==> config.mk <==
export PLATFORM = sky130hd
export DESIGN_NAME = panel_spi_writer
export DESIGN_NICKNAME = d
export VERILOG_FILES = /design/src/rtl/panel_spi_pkg.sv /design/src/rtl/pspi_engine.sv /design/src/rtl/pspi_seq.sv /design/src/rtl/panel_spi_writer.sv
export SDC_FILE = /design/constraint.sdc
export NUM_CORES = 1
export LEC_CHECK = 0
export ABC_AREA = 0
export BUFFER_PORTS_ARGS = -buffer_cell sky130_fd_sc_hd__clkbuf_2
export CAP_MARGIN = 20
export CORE_AREA = 2 2 89 134
export CTS_CLUSTER_SIZE = 16
export DETAILED_ROUTE_END_ITERATION = 12
export DIE_AREA = 0 0 91 136
export PLACE_DENSITY = 0.61
export SLEW_MARGIN = 20
export SYNTH_ARGS = -nofsm -noshare
export SYNTH_HDL_FRONTEND = slang
export SYNTH_HIERARCHICAL = 1
export SYNTH_SLANG_ARGS = --single-unit
export TNS_END_PERCENT = 30
==> constraint.sdc <==
create_clock -name clk -period 2.4 [get_ports clk]
set_input_delay 0.12 -clock clk [delete_from_list [all_inputs] [get_ports clk]]
set_output_delay 0.12 -clock clk [all_outputs]
set_load 0.1 [all_outputs]
==> src/rtl/panel_spi_pkg.sv <==
package panel_spi_pkg;
   localparam int FRAME_W = 24;
   localparam int BYTE_W  = 8;
   localparam int VAL_W   = 16;

   localparam logic [BYTE_W-1:0] REG_SHUTDOWN   = 8'h11;
   localparam logic [BYTE_W-1:0] REG_OUT_CTRL   = 8'h01;
   localparam logic [VAL_W-1:0]  POWER_ON_VALUE = 16'h0000;
   localparam logic [VAL_W-1:0]  MODE_KEEP_MASK = 16'h2B00;
   localparam logic [VAL_W-1:0]  OUT_CTRL_BASE  = 16'h2AEF;

   typedef enum logic [2:0] {
      ENG_IDLE, ENG_LEAD, ENG_LOW, ENG_HIGH, ENG_TRAIL, ENG_GAP
   } eng_state_t;

   typedef enum logic [2:0] {
      SEQ_IDLE, SEQ_IDX_GO, SEQ_IDX_WAIT, SEQ_DAT_GO, SEQ_DAT_WAIT
   } seq_state_t;

   function automatic logic [VAL_W-1:0] out_ctrl_value(input logic [VAL_W-1:0] mode);
      return (mode & MODE_KEEP_MASK) | (OUT_CTRL_BASE & ~MODE_KEEP_MASK);
   endfunction
endpackage

==> src/rtl/pspi_engine.sv <==
module pspi_engine
   import panel_spi_pkg::*;
#(
   parameter int DIV_W       = 8,
   parameter bit REG_OUTPUTS = 1'b1
) (
   input  logic               clk,
   input  logic               rst_n,
   input  logic [DIV_W-1:0]   div,
   input  logic               start,
   input  logic [FRAME_W-1:0] frame,
   output logic               done,
   output logic               sck,
   output logic               cs_n,
   output logic               mosi
);
   localparam int BIT_CNT_W = $clog2(FRAME_W);

   eng_state_t           state;
   logic [DIV_W-1:0]     half_cnt;
   logic [DIV_W-1:0]     div_q;
   logic [FRAME_W-1:0]   shreg;
   logic [BIT_CNT_W-1:0] bit_cnt;
   logic                 gap_second;

   always_ff @(posedge clk) begin
      if (!rst_n) begin
         state      <= ENG_IDLE;
         half_cnt   <= '0;
         div_q      <= '0;
         shreg      <= '0;
         bit_cnt    <= '0;
         gap_second <= 1'b0;
         done       <= 1'b0;
      end else begin
         done <= 1'b0;
         if (state == ENG_IDLE) begin
            if (start) begin
               shreg    <= frame;
               bit_cnt  <= BIT_CNT_W'(FRAME_W - 1);
               div_q    <= div;
               half_cnt <= div;
               state    <= ENG_LEAD;
            end
         end else if (half_cnt != '0) begin
            half_cnt <= half_cnt - 1'b1;
         end else begin
            half_cnt <= div_q;
            case (state)
               ENG_LEAD: state <= ENG_LOW;
               ENG_LOW:  state <= ENG_HIGH;
               ENG_HIGH: begin
                  if (bit_cnt == '0) begin
                     state <= ENG_TRAIL;
                  end else begin
                     shreg   <= {shreg[FRAME_W-2:0], 1'b0};
                     bit_cnt <= bit_cnt - 1'b1;
                     state   <= ENG_LOW;
                  end
               end
               ENG_TRAIL: begin
                  gap_second <= 1'b0;
                  state      <= ENG_GAP;
               end
               ENG_GAP: begin
                  if (gap_second) begin
                     state <= ENG_IDLE;
                     done  <= 1'b1;
                  end else begin
                     gap_second <= 1'b1;
                  end
               end
               default: state <= ENG_IDLE;
            endcase
         end
      end
   end

   logic sck_d, cs_n_d, mosi_d;
   always_comb begin
      sck_d  = (state != ENG_LOW);
      cs_n_d = (state == ENG_IDLE) || (state == ENG_GAP);
      mosi_d = cs_n_d ? 1'b0 : shreg[FRAME_W-1];
   end

   generate
      if (REG_OUTPUTS) begin : g_reg_out
         always_ff @(posedge clk) begin
            if (!rst_n) begin
               sck  <= 1'b1;
               cs_n <= 1'b1;
               mosi <= 1'b0;
            end else begin
               sck  <= sck_d;
               cs_n <= cs_n_d;
               mosi <= mosi_d;
            end
         end
      end else begin : g_comb_out
         assign sck  = sck_d;
         assign cs_n = cs_n_d;
         assign mosi = mosi_d;
      end
   endgenerate
endmodule

==> src/rtl/pspi_seq.sv <==
module pspi_seq
   import panel_spi_pkg::*;
#(
   parameter logic [BYTE_W-1:0] CMD_INDEX = 8'h74,
   parameter logic [BYTE_W-1:0] CMD_DATA  = 8'h76
) (
   input  logic               clk,
   input  logic               rst_n,
   input  logic               req_valid,
   input  logic [BYTE_W-1:0]  req_addr,
   input  logic [VAL_W-1:0]   req_value,
   input  logic               init_valid,
   input  logic [VAL_W-1:0]   init_mode,
   output logic               req_ready,
   output logic               eng_start,
   output logic [FRAME_W-1:0] eng_frame,
   input  logic               eng_done
);
   seq_state_t          st;
   logic [BYTE_W-1:0]   addr_q;
   logic [VAL_W-1:0]    val_q;
   logic [VAL_W-1:0]    mode_q;
   logic                init_pend;

   always_ff @(posedge clk) begin
      if (!rst_n) begin
         st        <= SEQ_IDLE;
         addr_q    <= '0;
         val_q     <= '0;
         mode_q    <= '0;
         init_pend <= 1'b0;
      end else begin
         case (st)
            SEQ_IDLE: begin
               if (init_valid) begin
                  addr_q    <= REG_SHUTDOWN;
                  val_q     <= POWER_ON_VALUE;
                  mode_q    <= init_mode;
                  init_pend <= 1'b1;
                  st        <= SEQ_IDX_GO;
               end else if (req_valid) begin
                  addr_q    <= req_addr;
                  val_q     <= req_value;
                  init_pend <= 1'b0;
                  st        <= SEQ_IDX_GO;
               end
            end
            SEQ_IDX_GO:   st <= SEQ_IDX_WAIT;
            SEQ_IDX_WAIT: if (eng_done) st <= SEQ_DAT_GO;
            SEQ_DAT_GO:   st <= SEQ_DAT_WAIT;
            SEQ_DAT_WAIT: begin
               if (eng_done) begin
                  if (init_pend) begin
                     addr_q    <= REG_OUT_CTRL;
                     val_q     <= out_ctrl_value(mode_q);
                     init_pend <= 1'b0;
                     st        <= SEQ_IDX_GO;
                  end else begin
                     st <= SEQ_IDLE;
                  end
               end
            end
            default: st <= SEQ_IDLE;
         endcase
      end
   end

   logic index_phase;
   always_comb begin
      index_phase = (st == SEQ_IDX_GO) || (st == SEQ_IDX_WAIT);
      req_ready   = (st == SEQ_IDLE);
      eng_start   = (st == SEQ_IDX_GO) || (st == SEQ_DAT_GO);
      eng_frame   = index_phase ? {CMD_INDEX, {BYTE_W{1'b0}}, addr_q}
                                : {CMD_DATA, val_q};
   end
endmodule

==> src/rtl/panel_spi_writer.sv <==
module panel_spi_writer
   import panel_spi_pkg::*;
#(
   parameter int                DIV_W       = 8,
   parameter bit                REG_OUTPUTS = 1'b1,
   parameter logic [BYTE_W-1:0] CMD_INDEX   = 8'h74,
   parameter logic [BYTE_W-1:0] CMD_DATA    = 8'h76
) (
   input  logic             clk,
   input  logic             rst_n,
   input  logic [DIV_W-1:0] clk_div,
   input  logic             req_valid,
   input  logic [7:0]       req_addr,
   input  logic [15:0]      req_value,
   input  logic             init_valid,
   input  logic [15:0]      init_mode,
   output logic             req_ready,
   output logic             spi_sck,
   output logic             spi_cs_n,
   output logic             spi_mosi
);
   generate
      if (DIV_W < 1 || DIV_W > 16) begin : g_bad_div
         $error("panel_spi_writer: DIV_W must be 1..16");
      end
      if (FRAME_W != 3 * BYTE_W) begin : g_bad_frame
         $error("panel_spi_writer: frame must hold three bytes");
      end
   endgenerate

   logic               eng_start;
   logic               eng_done;
   logic [FRAME_W-1:0] eng_frame;

   pspi_seq #(
      .CMD_INDEX (CMD_INDEX),
      .CMD_DATA  (CMD_DATA)
   ) u_seq (
      .clk        (clk),
      .rst_n      (rst_n),
      .req_valid  (req_valid),
      .req_addr   (req_addr),
      .req_value  (req_value),
      .init_valid (init_valid),
      .init_mode  (init_mode),
      .req_ready  (req_ready),
      .eng_start  (eng_start),
      .eng_frame  (eng_frame),
      .eng_done   (eng_done)
   );

   pspi_engine #(
      .DIV_W       (DIV_W),
      .REG_OUTPUTS (REG_OUTPUTS)
   ) u_eng (
      .clk   (clk),
      .rst_n (rst_n),
      .div   (clk_div),
      .start (eng_start),
      .frame (eng_frame),
      .done  (eng_done),
      .sck   (spi_sck),
      .cs_n  (spi_cs_n),
      .mosi  (spi_mosi)
   );
endmodule

==> results.sh <==
export IMPL_port_buffer_count=43
export IMPL_hold_class="in -> reg"
export IMPL_syn_to_final_growth_pct=14.9
export IMPL_drt_pass1_iterations=4
export IMPL_antenna_found_initial=0
export IMPL_grt_max_degree=69
export IMPL_outcome="finished clean"
export IMPL_dpl_cell_count=653
export IMPL_fin_crit_ps=2210
export IMPL_path_cells="inv_1 -> ha_1 -> or3b_2 -> a2111oi_4 -> buf_4 -> o21ai_0 -> and2_1"
export IMPL_start_util_pct=39.0
export IMPL_clockRootBuffer="clkbuf_16"
export IMPL_htree_levels=3
export IMPL_diodes=0
export IMPL_power_leakage_nw=2.34
export IMPL_drive_gt1_share_pct=20.0
export IMPL_drtIter0Drc=107
export IMPL_yosys_most_used_dff="dfxtp_1"
export IMPL_cp_arrival_ps=2440
export IMPL_track_usage_pct=16.7
export IMPL_wl_per_cell_um=15.0
export IMPL_hold_violations=0
export IMPL_hpwl_um=7060
export IMPL_synth_seq_cells=85
export IMPL_final_common_cell="dfxtp_1"
export IMPL_grt_pass1_wl_um=17000
export IMPL_startpoint_type="register"
export IMPL_syn_area_per_cell_um2=9.10
export IMPL_cts_buffer_depth=2
export IMPL_die_y_um=136
export IMPL_synth_seq_area_share_pct=38.6
export IMPL_clk_latency_ps=330
export IMPL_setup_viol=0
export IMPL_num_rows=48
export IMPL_post_cts_setup_buffers=0
export IMPL_crit_path_end_kind="register"
export IMPL_nets=569
export IMPL_synth_edf_count=0
export IMPL_cp_top_family="simple AND/OR/NAND/NOR gates"
export IMPL_timing_hold_ws_ps=22.3
export IMPL_crit_fanout=14
export IMPL_core_area_um2=11300
export IMPL_postCtsHoldBufs=0
export IMPL_crit_type="reg -> reg"
export IMPL_critPathSlowestCell="or3b_2"
export IMPL_cts_resized_gates=0
export IMPL_syn_inst=484
export IMPL_cp_num_buf_inv=2
export IMPL_crit_required_ps=2630
export IMPL_via_per_inst=5.39
export IMPL_tightest_slew_ps=836
export IMPL_gr_total_overflow=0
export IMPL_slew_violations=0
export IMPL_first_global_vias=3588
export IMPL_postRouteWirelength_um=10000
export IMPL_fp_dieW_um=91
export IMPL_routabilityCongestion=0.806
export IMPL_cp_slowest_stage_delay_ps=550
export IMPL_cts_sinks=85
export IMPL_cts_made_buffers=9
export IMPL_setup_tns_ps=0
export IMPL_final_cells=669
export IMPL_max_freq_mhz=452
export IMPL_skew_ps=8.11
export IMPL_fin_total_pwr_mw=6.36
export IMPL_layout_common_cells="dfxtp_1 (85), mux2i_1 (45), nand2_1 (44)"
export IMPL_period_share_pct=92.2
export IMPL_power_density_nw_per_um2=1260
export IMPL_synth_area_um2=4400
export IMPL_cap_violations=0
export IMPL_slew_headroom_pct=44.2
export IMPL_boundaryPins=56
export IMPL_drc=0
export IMPL_synth_cell_types=59
export IMPL_cts_clk_slew_worst_paths_ps=60
export IMPL_die_area_um2=12400
export IMPL_ys_warn_count=6
export IMPL_ys_async_sr_fraction_pct=0
export IMPL_via_count=3604
export IMPL_rsz0062_at_grt="false"
export IMPL_drtAntennaViolNets=0
export IMPL_vdd_drop_max_mv=0.457
export IMPL_cts_tree="done"
## stage by stage
step | setup slack, ps | area, um^2 | utilization, %
5_1_grt | 36.6 | 5060 | 44.8
2_1_floorplan | 390 | 4430 | -
4_1_cts | 179 | 5060 | 44.8
3_3_place_gp | 247 | 4740 | 42.0
3_5_place_dp | 189 | 4740 | 42.0
6_report | 188 | 5060 | 44.8
## layout make-up
type	instances	area, um^2
Multi-Input combinational cell	336	2390
Clock inverter	6	87.6
Timing Repair Buffer	66	400
Clock buffer	10	229
Sequential cell	85	1700
Fill cell	1139	6230
Tap cell	150	188
Inverter	16	60.1
## routing by layer
layer  track usage, %  vias up  wire length [um]
met5                0        -                 0
met4             5.89        0               158
met3             3.49       12               341
met2             31.1       62              5200
met1             18.6     1726              4310
li1                 -     1804                 -
## where the power goes
| group | leakage, nW | total [mW] | internal (mW) | switching, mW |
|---|---|---|---|---|
| logic | 1.49 | 2.78 | 1.22 | 1.56 |
| clock network | 0.145 | 1.46 | 0.910 | 0.555 |
| registers | 0.697 | 2.11 | 1.83 | 0.280 |
| total | 2.34 | 6.36 | 3.96 | 2.40 |
## kinds of logic after synthesis
kind of cell | synth area share, %
simple gates | 16.3
fa+ha+maj | 0.853
buf+inv | 7.90
other cells | 0.171
flops | 38.6
mux | 13.3
compound gates | 22.0
xor+xnor | 0.796
## state kept, by name (all words and copies together) (netlist names), 3 cells and up
register and cells:
u_eng/bit_cnt 5, u_eng/div_q 8, u_eng/half_cnt 8, u_eng/shreg 24, u_eng/state 3, u_seq/addr_q 8
u_seq/mode_q 4, u_seq/st 3, u_seq/val_q 16
## worst min-delay path, stage by stage
cell      delay, ps
clkbuf_2         80
nand3_1          50
mux2i_1          60
## cell usage after synthesis (all sizes together) (12+ instances only)
cell type	n	share of area, %
inv	15	1.3
clkbuf	26	2.3
mux2	12	3.1
o211a	24	5.5
dfxtp	85	39
buf	26	4.3
nand2	44	3.8
mux2i	45	10
o21ai	41	4.7
nand3	18	2.0
nor2	12	1.1
## worst paths after layout
| check | from | end | slack (ps) | depth (start not counted) |
|---|---|---|---|---|
| worst max-delay path | u_eng/half_cnt[1] | u_eng/shreg[0] | 190 | 7 |
| worst min-delay path | req_addr[2] | u_seq/addr_q[2] | 20 | 3 |
| worst max register to register | u_eng/half_cnt[1] | u_eng/shreg[0] | 190 | 7 |
| worst min register to register | u_eng/div_q[6] | u_eng/div_q[6] | 460 | 2 |
Note: power is estimated with default switching activity, not from simulation.
